## config.mk

```make
export PLATFORM = sky130hd
export DESIGN_NAME = rd_capture_path
export DESIGN_NICKNAME = d
export VERILOG_FILES = /design/src/rtl/rdc_pkg.sv /design/src/rtl/rdc_lat_line.sv /design/src/rtl/rdc_deser.sv /design/src/rtl/rdc_rd_fifo.sv /design/src/rtl/rd_capture_path.sv
export SDC_FILE = /design/constraint.sdc
export NUM_CORES = 1
export LEC_CHECK = 0
export BUFFER_PORTS_ARGS = -buffer_cell sky130_fd_sc_hd__buf_2
export CAP_MARGIN = 20
export CORE_ASPECT_RATIO = 0.5
export CORE_MARGIN = 1
export CORE_UTILIZATION = 55
export DETAILED_ROUTE_END_ITERATION = 16
export PLACE_DENSITY = 0.73
export SLEW_MARGIN = 10
export SYNTH_ARGS = -nofsm -noshare
export SYNTH_HDL_FRONTEND = slang
export SYNTH_SLANG_ARGS = --single-unit
```

## constraint.sdc

```tcl
create_clock -name clk -period 3.6 [get_ports clk]
set_clock_uncertainty 0.1 [all_clocks]
set_input_delay 0.36 -clock clk [delete_from_list [all_inputs] [get_ports clk]]
set_output_delay 0.36 -clock clk [all_outputs]
set_load 0.005 [all_outputs]
```

## src/rtl/rdc_pkg.sv

```systemverilog
// Shared definitions for the read capture path.
// Assumes the deserializer's maximum factor is 8.
package rdc_pkg;

    typedef enum logic [1:0] {
        DS_BY2  = 2'd0,
        DS_BY4  = 2'd1,
        DS_BY8  = 2'd2,
        DS_BY8X = 2'd3
    } ds_sel_e;

    // Samples per word for a factor code
    function automatic int unsigned ds_samples(input logic [1:0] sel);
        case (ds_sel_e'(sel))
            DS_BY2:  return 2;
            DS_BY4:  return 4;
            default: return 8;
        endcase
    endfunction

endpackage

```

## src/rtl/rdc_lat_line.sv

```systemverilog
// Programmable enable delay line.
// Output is the input delayed by lat+1 cycles. A change of lat clears
// every pulse in flight and blocks the output in the cycle of the change.
// Assumes DEPTH == 2**LAT_W.
module rdc_lat_line #(
    parameter int DEPTH = 32,
    localparam int LAT_W = $clog2(DEPTH)
) (
    input  logic             clk,
    input  logic             rst_n,
    input  logic             en_in,
    input  logic [LAT_W-1:0] lat,
    output logic             en_out
);

    logic [DEPTH-1:0] pipe_q;
    logic [LAT_W-1:0] lat_q;
    logic             lat_chg;

    // Detect a new latency setting
    assign lat_chg = (lat != lat_q);

    // Shift the enable history, flushing on a latency change
    always_ff @(posedge clk) begin
        if (!rst_n) begin
            pipe_q <= '0;
            lat_q  <= lat;
        end else begin
            lat_q <= lat;
            if (lat_chg) begin
                pipe_q <= '0;
            end else begin
                pipe_q <= {pipe_q[DEPTH-2:0], en_in};
            end
        end
    end

    // Tap the selected stage, blocked while the setting moves
    assign en_out = pipe_q[lat] & ~lat_chg;

endmodule

```

## src/rtl/rdc_deser.sv

```systemverilog
// Strobe-gated deserializer.
// Packs one (SDR) or two (DDR) samples per gated strobe cycle into a word
// of 2, 4 or 8 samples. The finished word is presented combinationally in
// the cycle of its last sample. A low gate discards a partial word.
// Assumes MAX_FAC is 8 and the mode inputs are steady during a word.
module rdc_deser
    import rdc_pkg::*;
#(
    parameter int DATA_W  = 4,
    parameter int MAX_FAC = 8,
    localparam int WORD_W = DATA_W * MAX_FAC,
    localparam int CNT_W  = $clog2(MAX_FAC) + 1
) (
    input  logic              clk,
    input  logic              rst_n,
    input  logic              gate_en,
    input  logic              strb,
    input  logic              sdr,
    input  logic [1:0]        fac_sel,
    input  logic [DATA_W-1:0] dq_pos,
    input  logic [DATA_W-1:0] dq_neg,
    output logic              done,
    output logic [WORD_W-1:0] word
);

    logic [CNT_W-1:0]  cnt_q;
    logic [CNT_W-1:0]  cnt_nxt;
    logic [CNT_W-1:0]  fac_n;
    logic [CNT_W-1:0]  step;
    logic [WORD_W-1:0] acc_q;
    logic [WORD_W-1:0] acc_nxt;
    logic              take;

    // Place this cycle's samples into the next word image
    always_comb begin
        take    = strb & gate_en;
        step    = sdr ? CNT_W'(1) : CNT_W'(2);
        fac_n   = CNT_W'(ds_samples(fac_sel));
        cnt_nxt = cnt_q + step;
        acc_nxt = acc_q;
        for (int i = 0; i < MAX_FAC; i++) begin
            if (take && (CNT_W'(i) == cnt_q)) begin
                acc_nxt[i*DATA_W +: DATA_W] = dq_pos;
            end
            if (take && !sdr && (CNT_W'(i) == cnt_q + CNT_W'(1))) begin
                acc_nxt[i*DATA_W +: DATA_W] = dq_neg;
            end
        end
        done = take && (cnt_nxt >= fac_n);
        word = acc_nxt;
    end

    // Keep the partial word, clearing it when done or ungated
    always_ff @(posedge clk) begin
        if (!rst_n || !gate_en || done) begin
            cnt_q <= '0;
            acc_q <= '0;
        end else if (take) begin
            cnt_q <= cnt_nxt;
            acc_q <= acc_nxt;
        end
    end

endmodule

```

## src/rtl/rdc_rd_fifo.sv

```systemverilog
// Show-ahead read FIFO with overflow and underflow pulses.
// A write while full and a pop while empty are both ignored and flagged one
// cycle later. A write while full is dropped even if a pop happens in the
// same cycle. Assumes DEPTH is a power of two.
module rdc_rd_fifo #(
    parameter int WORD_W = 32,
    parameter int DEPTH  = 4,
    localparam int PTR_W = $clog2(DEPTH)
) (
    input  logic              clk,
    input  logic              rst_n,
    input  logic              wr,
    input  logic [WORD_W-1:0] wdata,
    input  logic              pop,
    output logic [WORD_W-1:0] rdata,
    output logic              empty,
    output logic              full,
    output logic              ovf,
    output logic              udf
);

    logic [WORD_W-1:0] mem [DEPTH];
    logic [PTR_W-1:0]  wptr_q;
    logic [PTR_W-1:0]  rptr_q;
    logic [PTR_W:0]    cnt_q;
    logic              do_wr;
    logic              do_rd;

    // Qualify the requests against the occupancy
    assign empty = (cnt_q == '0);
    assign full  = (cnt_q == (PTR_W+1)'(DEPTH));
    assign do_wr = wr & ~full;
    assign do_rd = pop & ~empty;
    assign rdata = mem[rptr_q];

    // Store the accepted word
    always_ff @(posedge clk) begin
        if (do_wr) begin
            mem[wptr_q] <= wdata;
        end
    end

    // Advance the pointers and the occupancy, raise the error pulses
    always_ff @(posedge clk) begin
        if (!rst_n) begin
            wptr_q <= '0;
            rptr_q <= '0;
            cnt_q  <= '0;
            ovf    <= 1'b0;
            udf    <= 1'b0;
        end else begin
            if (do_wr) wptr_q <= wptr_q + PTR_W'(1);
            if (do_rd) rptr_q <= rptr_q + PTR_W'(1);
            cnt_q <= cnt_q + (PTR_W+1)'(do_wr) - (PTR_W+1)'(do_rd);
            ovf   <= wr & full;
            udf   <= pop & empty;
        end
    end

endmodule

```

## src/rtl/rd_capture_path.sv

```systemverilog
// Read capture path top.
// Splits the core read enable into a strobe-enable line and a FIFO-enable
// line, gates the strobe, deserializes the gated samples and writes each
// finished word into the read FIFO at the edge of its last sample.
// Assumes a single clock domain with strobe activity given per cycle.
module rd_capture_path #(
    parameter int DATA_W     = 4,
    parameter int MAX_FAC    = 8,
    parameter int LAT_DEPTH  = 32,
    parameter int FIFO_DEPTH = 4,
    localparam int LAT_W     = $clog2(LAT_DEPTH),
    localparam int WORD_W    = DATA_W * MAX_FAC
) (
    input  logic              clk,
    input  logic              rst_n,
    input  logic              rd_en,
    input  logic [LAT_W-1:0]  lat_sten,
    input  logic [LAT_W-1:0]  lat_fifo,
    input  logic              sdr_mode,
    input  logic [1:0]        fac_sel,
    input  logic              strb_pulse,
    input  logic [DATA_W-1:0] dq_pos,
    input  logic [DATA_W-1:0] dq_neg,
    input  logic              pop,
    output logic              sten_o,
    output logic              rfifo_en_o,
    output logic              word_vld,
    output logic [WORD_W-1:0] rd_data,
    output logic              rd_empty,
    output logic              rd_full,
    output logic              ovf_flag,
    output logic              udf_flag
);

    logic [WORD_W-1:0] cap_word;

    // Strobe-enable delay
    rdc_lat_line #(.DEPTH(LAT_DEPTH)) i_sten_line (
        .clk    (clk),
        .rst_n  (rst_n),
        .en_in  (rd_en),
        .lat    (lat_sten),
        .en_out (sten_o)
    );

    // FIFO-enable delay
    rdc_lat_line #(.DEPTH(LAT_DEPTH)) i_fifo_line (
        .clk    (clk),
        .rst_n  (rst_n),
        .en_in  (rd_en),
        .lat    (lat_fifo),
        .en_out (rfifo_en_o)
    );

    // Gated capture and packing
    rdc_deser #(.DATA_W(DATA_W), .MAX_FAC(MAX_FAC)) i_deser (
        .clk     (clk),
        .rst_n   (rst_n),
        .gate_en (sten_o),
        .strb    (strb_pulse),
        .sdr     (sdr_mode),
        .fac_sel (fac_sel),
        .dq_pos  (dq_pos),
        .dq_neg  (dq_neg),
        .done    (word_vld),
        .word    (cap_word)
    );

    // Read FIFO, written at the edge that completes a word
    rdc_rd_fifo #(.WORD_W(WORD_W), .DEPTH(FIFO_DEPTH)) i_fifo (
        .clk   (clk),
        .rst_n (rst_n),
        .wr    (word_vld & rfifo_en_o),
        .wdata (cap_word),
        .pop   (pop),
        .rdata (rd_data),
        .empty (rd_empty),
        .full  (rd_full),
        .ovf   (ovf_flag),
        .udf   (udf_flag)
    );

endmodule

```

==> impl_metrics.json <==
{
  "outcome": "completed",
  "final-max-slew-violation-count": 0,
  "r2r-end": "i_fifo.cnt_q[2]$_SDFF_PN0_",
  "setup.worst_path.start": "i_deser.cnt_q[1]$_SDFFE_PP0P_",
  "crit_fanout": 10,
  "grt_pass1_vias": 6819,
  "crit_top_cell": "xnor2_1",
  "drt-wirelength-per-cell_um": 18.60,
  "port_buffers": 64,
  "first_pass_iters": 5,
  "vias": 6860,
  "fmax_mhz": 293.1,
  "drc": 0,
  "path_class": "flop to flop",
  "ir_drop_mv": 0.3625,
  "nFillCells": 1443,
  "top_layer": "met4",
  "final_min_period_over_clock_period_pct": 94.78,
  "dr_wl_met2_um": 9969,
  "setup_violations": 0,
  "finalSetupTns_ns": 0,
  "endpoint_kind": "flop",
  "cts_root_buf": "clkbuf_16",
  "p_leak_nw": 4.438,
  "cap_viol_max_count": 0,
  "ant_nets": 0,
  "io_pins": 65,
  "fp.dieH_um": 100.4,
  "cts_tree": "built",
  "synthArstFlopShare_pct": 0,
  "area_growth_pct": 13.65,
  "ys_seq_area_share_pct": 58.89,
  "die_area_mm2": 0.01994,
  "grt_max_degree": 45,
  "maxSlewHeadroom_pct": 38.98,
  "rr_worst_depth": 14,
  "grt_pass1_wl_um": 36400,
  "syn_avg_cell_area_um2": 12.59,
  "syn_inst": 845,
  "h-tree-depth": 1,
  "via_per_inst": 5.770,
  "cp.required_ns": 3.90,
  "dpl.hpwl_um": 14340,
  "seqCellArea_mm2": 0.006267,
  "rr_startpoint": "i_deser.cnt_q[1]$_SDFFE_PP0P_",
  "power.density_mw_per_mm2": 531.6,
  "holdCritPathClass": "input pin to flop",
  "clock_latency_ns": 0.51,
  "cts_buffers": 22,
  "synthTopCellsByArea": "edfxtp_1 36%, dfxtp_1 23%, mux4_2 8.5%, mux2i_1 4.5%, nor2_1 2.9%",
  "worstMarginPinSlew_ns": 0.9140,
  "fin_crit_ns": 3.412,
  "clock-sinks": 249,
  "grtUsageTotal_pct": 23.32,
  "clkTransAtPathRegs_ns": 0.07,
  "final_common_cell": "edfxtp_1",
  "drt_iter0_drc": 465,
  "max_stage_delay_ns": 0.52,
  "final_cell_mix": "128 x edfxtp_1, 120 x dfxtp_1, 81 x nor2_1, 64 x buf_2, 48 x mux2i_1",
  "drive_gt1_share_pct": 19.50,
  "path_cells": "inv_1 -> fa_1 -> xnor2_1 -> ha_1 -> nand2_1 -> a21oi_1 -> a211oi_1 -> nor2_1 -> nor4b_4 -> ha_1 -> fa_1 -> xnor2_1 -> xnor2_1 -> and2_1",
  "multi_input_area_mm2": 0.004064,
  "synth_nets": 884,
  "cpMaxStageDelayCell": "dfxtp_1",
  "rrSetupSlack_ns": 0.19,
  "gp_congestion": 0.8444,
  "synth_ff_type": "edfxtp_1",
  "synth_area_mm2": 0.01064,
  "yosysWarnings": 0,
  "fin_nets": 951,
  "synth_edf_count": 128,
  "initial_core_util_pct": 57.04,
  "yosysTopAreaCell": "edfxtp_1",
  "finalHoldViolations": 0,
  "crit_end": "i_fifo.cnt_q[2]$_SDFF_PN0_",
  "m1WireLength_um": 10460,
  "wirelength_um": 22120,
  "grt_antenna_before_repair": 2,
  "postCtsSetupBuffers": 0,
  "grt-ovfl-total": 0,
  "routed-wl-met3_um": 1382,
  "p_total_mw": 6.429,
  "synth_cell_type_count": 57,
  "critPathLaunchType": "flop",
  "core-area_mm2": 0.01866,
  "rows": 35,
  "synthDominantCellAreaShare_pct": 36.12,
  "dieWidth_um": 198.7,
  "cts_buffer_depth": 3,
  "ys_seq_elements": 249,
  "rsz0062_at_grt": "no",
  "arrival_ns": 3.71
}
[repair_timing]
| action | 4_1_cts | 5_1_grt |
|---|---|---|
| endpoints found under the hold margin | 9 | 0 |
| setup endpoints to repair | 0 | 1 |
| resized for setup | 0 | 1 |
| hold buffers | 8 | 0 |
[Yosys cell counts, types with 3 or more instances]
library cell	number
a211oi_1	11
a21oi_1	36
a22oi_1	13
a31oi_1	7
and2_1	47
and3_1	37
and4_1	4
buf_1	7
buf_2	9
buf_6	3
clkbuf_1	33
dfxtp_1	121
edfxtp_1	128
ha_1	11
inv_1	14
mux2i_1	48
mux4_2	40
nand2_1	40
nand2b_1	3
nand3_1	19
nand4_1	5
nor2_1	81
nor2_2	4
nor2b_1	5
nor3_1	18
nor3_2	5
o21ai_0	16
o221ai_1	4
o22a_1	3
o2bb2ai_1	8
o31ai_1	10
xnor2_1	11
xor2_1	8
[how the worst min path moves through the flow]
| stage | start | end | slack (ns) | depth (start not counted) |
|---|---|---|---|---|
| floorplan | lat_fifo[0] | i_fifo_line.lat_q[0]$_DFF_P_ | 0.29 | 0 |
| global placement | i_sten_line.pipe_q[16]$_SDFF_PP0_ | i_sten_line.pipe_q[17]$_SDFF_PP0_ | 0.34 | 1 |
| detailed placement | i_sten_line.pipe_q[13]$_SDFF_PP0_ | i_sten_line.pipe_q[14]$_SDFF_PP0_ | 0.34 | 1 |
| CTS | lat_fifo[1] | i_fifo_line.lat_q[1]$_DFF_P_ | 0.007 | 1 |
| global route | pop | i_fifo.udf$_SDFF_PN0_ | 0.006 | 2 |
| finish | lat_fifo[1] | i_fifo_line.lat_q[1]$_DFF_P_ | 0.01 | 1 |
[stage by stage]
| stage | utilization [%] | worst slack (ns) | cells | cell area, um2 | hold slack, ns |
|---|---|---|---|---|---|
| 6_report | 64.82 | 0.1879 | 1189 | 12090 | 0.01408 |
| 5_1_grt | 64.80 | 0.008726 | 1187 | 12090 | 0.005941 |
| 4_1_cts | 64.78 | 0.1672 | 1187 | 12090 | 0.007084 |
| 3_5_place_dp | 60.46 | 0.07201 | 1139 | 11280 | 0.3395 |
| 3_3_place_gp | 60.46 | 0.1735 | 1139 | 11280 | 0.3361 |
| 2_1_floorplan | - | 0.1381 | 845 | 10640 | 0.2877 |
[layout make-up]
cell class                      count  share of cell area [%]
Tap cell                          259                   2.680
Inverter                           15                  0.4656
Timing Repair Buffer               97                   5.380
Clock buffer                       35                   5.556
Clock inverter                      5                  0.4449
Sequential cell                   249                   51.83
Antenna cell                        2                 0.04139
Multi-Input combinational cell    527                   33.61
[critical path: cells and delay by family, from the launching register on]
kind	cells	cell delay (ns)
buf+inv	1	0.12
flops	1	0.52
xor+xnor	3	0.46
fa+ha+maj	4	1.35
simple gates	4	0.44
compound gates	2	0.32
[state kept, by name (all words and copies together) (netlist names), named ones only]
name                cells
i_fifo.udf              1
i_deser.cnt_q           4
i_sten_line.lat_q       5
i_fifo.wptr_q           2
i_fifo.ovf              1
i_sten_line.pipe_q     32
i_deser.acc_q          32
i_fifo_line.pipe_q     32
i_fifo.cnt_q            3
i_fifo.rptr_q           2
i_fifo.mem            128
i_fifo_line.lat_q       5
[cell families (layout without fill, tap and decap cells)]
kind of cell / after synthesis / in the layout / share of synthesized area [%]
adder cells (fa/ha/maj): 13 / 13 / 1.670
multiplexers: 88 / 88 / 12.98
other: 0 / 2 / 0
AO/OA/AOI/OAI: 123 / 123 / 7.726
flip-flops: 249 / 249 / 58.89
XOR/XNOR: 19 / 19 / 1.564
AND/OR/NAND/NOR: 284 / 284 / 14.23
buffers and inverters: 69 / 152 / 2.940
[report_power, final]
| part | switching [mW] | leakage, nW | total [mW] | internal, mW |
|---|---|---|---|---|
| logic | 0.458 | 2.05 | 1.04 | 0.580 |
| clock network | 0.988 | 0.359 | 2.34 | 1.35 |
| registers | 0.0536 | 2.03 | 3.05 | 2.99 |
[metal layers]
metal	GRT usage (%)	vias to the layer above
li1	-	3280
met1	34.74	3337
met2	36.01	213
met3	4.133	30
met4	4.734	0
met5	0	-
Power figures use the tool's default switching activity.
